`config.mk`:
```
export PLATFORM = sky130hd
export DESIGN_NAME = ramp_adc_seq
export DESIGN_NICKNAME = d
export VERILOG_FILES = /design/src/rtl/ramp_adc_seq.sv
export SDC_FILE = /design/constraint.sdc
export NUM_CORES = 1
export LEC_CHECK = 0
export ABC_AREA = 0
export BUFFER_PORTS_ARGS = -buffer_cell sky130_fd_sc_hd__buf_2
export CAP_MARGIN = 20
export CORE_MARGIN = 5
export CORE_UTILIZATION = 34
export DETAILED_ROUTE_END_ITERATION = 8
export PLACE_DENSITY_LB_ADDON = 0.15
export SLEW_MARGIN = 20
export SYNTH_ARGS = -nofsm -noshare
export SYNTH_HDL_FRONTEND = slang
export SYNTH_SLANG_ARGS = --single-unit
```
`constraint.sdc`:
```
create_clock -name clk -period 2.4 [get_ports clk]
set_input_delay 0.24 -clock clk [delete_from_list [all_inputs] [get_ports clk]]
set_output_delay 0.24 -clock clk [all_outputs]
set_load 0.03 [all_outputs]
```
`src/rtl/ramp_adc_seq.sv`:
```
module ramp_adc_seq #(
  parameter int W = 7
) (
  input  logic         clk,
  input  logic         rst_n,
  input  logic         start_n,
  input  logic [W-1:0] code_in,
  output logic [W-1:0] result,
  output logic         busy,
  output logic         cmp_out
);

  localparam logic [W-1:0] TOP = '1;

  logic         s1, s2, req;
  logic [W-1:0] ramp;
  logic         step, stop;

  always_ff @(posedge clk or negedge rst_n)
    if (!rst_n) begin
      s1 <= 1'b1;
      s2 <= 1'b1;
    end else begin
      s1 <= start_n;
      s2 <= s1;
    end

  assign req     = ~s2;
  assign cmp_out = (ramp >= code_in);
  assign step    = busy & ~req & cmp_out & (ramp != '0);
  assign stop    = busy & ~req & (~cmp_out | (ramp == '0));

  always_ff @(posedge clk or negedge rst_n)
    if (!rst_n) begin
      ramp   <= TOP;
      result <= '0;
      busy   <= 1'b0;
    end else if (req) begin
      ramp   <= TOP;
      result <= '0;
      busy   <= 1'b1;
    end else begin
      if (step) begin
        ramp   <= ramp - 1'b1;
        result <= result + 1'b1;
      end
      if (stop) busy <= 1'b0;
    end

  assert_lockstep_R4: assert property (@(posedge clk) disable iff (!rst_n)
    ({1'b0, ramp} + {1'b0, result}) == {1'b0, TOP});

  assert_hold_clears_R3: assert property (@(posedge clk) disable iff (!rst_n)
    req |=> (busy && result == '0 && ramp == TOP));

  assert_cmp_low_pauses_R5: assert property (@(posedge clk) disable iff (!rst_n)
    (busy && !req && !cmp_out) |=> !busy);

  assert_ramp_floor_R6: assert property (@(posedge clk) disable iff (!rst_n)
    (ramp == '0 && !req) |=> (ramp == '0 && !busy));

  assert_pause_stable_R8: assert property (@(posedge clk) disable iff (!rst_n)
    (!busy && !req) |=> $stable(result));

endmodule

```
==> results_dict.tcl <==
set metrics [dict create \
    track_usage 0.105 \
    placed_cell_area_sq_um 1190 \
    crit_start "ramp[0]$_DFFE_PN1P_" \
    syn_to_final_growth_pct 17.7 \
    hold_ws_ns 0.0354 \
    crit_chain "inv_1 > ha_1 > nor2b_1 > o21ai_0 > a21oi_2 > buf_6 > inv_1 > buf_2" \
    yosys_warnings 0 \
    crit-reg2reg-launch "ramp[0]$_DFFE_PN1P_" \
    fp.dieW_um 66.3 \
    totalPowerFinal_mw 0.603 \
    portBuffers 18 \
    fin_crit_sh 0.910 \
    htree_levels 1 \
    viasPerCell 4.82 \
    insertion_delay_ns 0.29 \
    path_common_cell "inv_1" \
    start_util 0.353 \
    hp-class "primary input to flip-flop" \
    grt_max_degree 22 \
    layout.nets 158 \
    core_area_sq_um 3050 \
    fin_crit_ns 2.18 \
    cpLargestDelayFamily "flip-flops" \
    syn-num-nets 134 \
    wl_met1_mm 1.03 \
    fin_cells 181 \
    fmax_mhz 458 \
    tightest_slew_ns 0.396 \
    cts_tree "done" \
    synth_cell_types 27 \
    cts_sinks 17 \
    slew_headroom 0.736 \
    overflow 0 \
    totalWireLength_mm 2.14 \
    vias 873 \
    critPathCapture "cmp_out" \
    drive_gt1_frac 0.321 \
    r2r_end "result[3]$_DFFE_PN0P_" \
    clkTransAtPathRegs_ns 0.10 \
    yosysTopAreaCell "dfstp_2" \
    rsz0062_at_grt "false" \
    multiInputGateArea_sq_um 567 \
    cts_buffers 3 \
    drtIter0Drc 16 \
    slew_viol_final 0 \
    pin_count 19 \
    utilization 0.416 \
    crit_slowest_cell "dfstp_2" \
    final-hold-violation-count 0 \
    finalSetupTns_ns 0 \
    hpwl_mm 1.49 \
    maxCapViolCount 0 \
    syn_inst 114 \
    area.sequential_sq_um 437 \
    path_class "flip-flop to output port" \
    p_leak_nw 0.590 \
    reg2reg_depth 9 \
    wl_met3_um 72 \
    cp_max_fo 8 \
    cp_data_required_time_ns 2.16 \
    synth_top_area_frac 0.219 \
    grt_pass1_vias 815 \
    setup_viol 0 \
    syn_area_per_cell_sq_um 9.46 \
    cp.arrival_ns 1.94 \
    ant_nets 0 \
    outcome "finished clean" \
    highest_layer "met4" \
    avgRoutedWirePerCell_um 11.8 \
    ir_worst_vdd_v 0.000240 \
    dpl.cell_count 171 \
    drc 0 \
    place_ws_ns 0.279 \
    ys_seq_area_frac 0.405 \
    rows 20 \
    dieArea_sq_um 4400 \
    antenna_found_initial 0 \
    die_h_um 66.3 \
    drt-pass1-iter-count 4 \
    rrSetupSlack_ns 0.25 \
    cpPeakStageDelay_ns 0.56 \
    cts-root-buf "clkbuf_4" \
    ys_seq_elements 17 \
    endpoint_kind "output port" \
    crit_cells 8 \
    netlist_top_cells_area "dfstp_2, dfrtp_1, ha_1" \
    syn-cell-area_sq_um 1080 \
    grt_pass1_wl_mm 3.54 \
    p_per_area_nw_per_um2 475 \
    setup_slack_ns 0.217 \
    gp_congestion 0.815 \
    final_area_sq_um 1270 \
    worst-path-buf-inv 4 \
    dr_wl_met2_mm 1.03 \
    num_antenna_cells 0 \
    skew_ns 0.00888 \
    cts_max_path_buffers 2 \
    worstSetupStartpointType "flip-flop" \
    fill_cells 344 \
]
==> layout by cell type, fill, tap and decap left out, types with 4 or more instances in the layout <==
cell / netlist / final
buf_4: 1 / 4
nand2_1: 16 / 16
nand3_1: 4 / 4
nand2b_1: 4 / 4
a21boi_0: 5 / 5
dfstp_2: 9 / 9
or3_1: 8 / 8
dfrtp_1: 8 / 8
ha_1: 10 / 10
inv_1: 10 / 10
o21ai_0: 10 / 10
buf_2: 0 / 19
==> cell type report <==
class,count,area share
Timing Repair Buffer,25,0.115
Tap cell,44,0.0433
Clock inverter,1,0.00394
Multi-Input combinational cell,81,0.446
Inverter,10,0.0296
Sequential cell,17,0.344
Clock buffer,3,0.0177
==> Yosys cell counts <==
cell type and count:
a21boi_0 5, nand4_1 3, ha_1 10, buf_4 1, nor2b_4 1, nand3_1 4
or3_1 8, nor3_1 2, dfrtp_1 8, a21oi_1 4, buf_6 2, mux2_4 2
o21ai_0 10, mux2i_1 2, clkbuf_1 3, nor4_1 2, nand2b_1 4, or3_4 1
nor2b_1 1, inv_1 10, o41a_1 1, dfstp_2 9, mux2_2 2, and4_1 1
nor2_1 1, and3_1 1, nand2_1 16
==> logic make-up after synthesis <==
logic type | count (synthesis) | synth area share
AO/OA/AOI/OAI | 20 | 0.110
adder cells (fa/ha/maj) | 10 | 0.116
buffers and inverters | 16 | 0.0731
flip-flops | 17 | 0.405
multiplexers | 6 | 0.0673
AND/OR/NAND/NOR | 45 | 0.229
==> sequential cells by signal, summed over array words and instances, names as in the netlist <==
name and count:
ramp 7, result 7, busy 1, s1 1, s2 1
==> routing by layer <==
layer  vias up  track usage
met5         -            0
met4         0       0.0457
met3         2       0.0170
met2        14        0.183
met1       415        0.125
li1        442            -
==> timing repair <==
item / 4_1_cts / 5_1_grt
resized for setup: 0 / 2
setup endpoints to repair: 0 / 1
hold buffers: 1 / 0
hold endpoints to repair: 8 / 0
buffers inserted: 0 / 4
==> power breakdown <==
part / switching (mW) / internal [mW]
registers: 0.0189 / 0.306
logic: 0.0704 / 0.0558
clock network: 0.0897 / 0.0619
==> how the worst min path moves through the flow <==
stage / from / depth (start not counted) / to / slack [ns]
floorplan: rst_n / 0 / busy$_DFFE_PN0P_ / -0.06
global placement: rst_n / 1 / result[1]$_DFFE_PN0P_ / 0.19
detailed placement: rst_n / 1 / result[0]$_DFFE_PN0P_ / 0.19
CTS: start_n / 1 / s1$_DFF_PN1_ / 0.02
global route: start_n / 1 / s1$_DFF_PN1_ / 0.01
finish: start_n / 1 / s1$_DFF_PN1_ / 0.04
No activity file was read; power rests on OpenSTA's default activity.
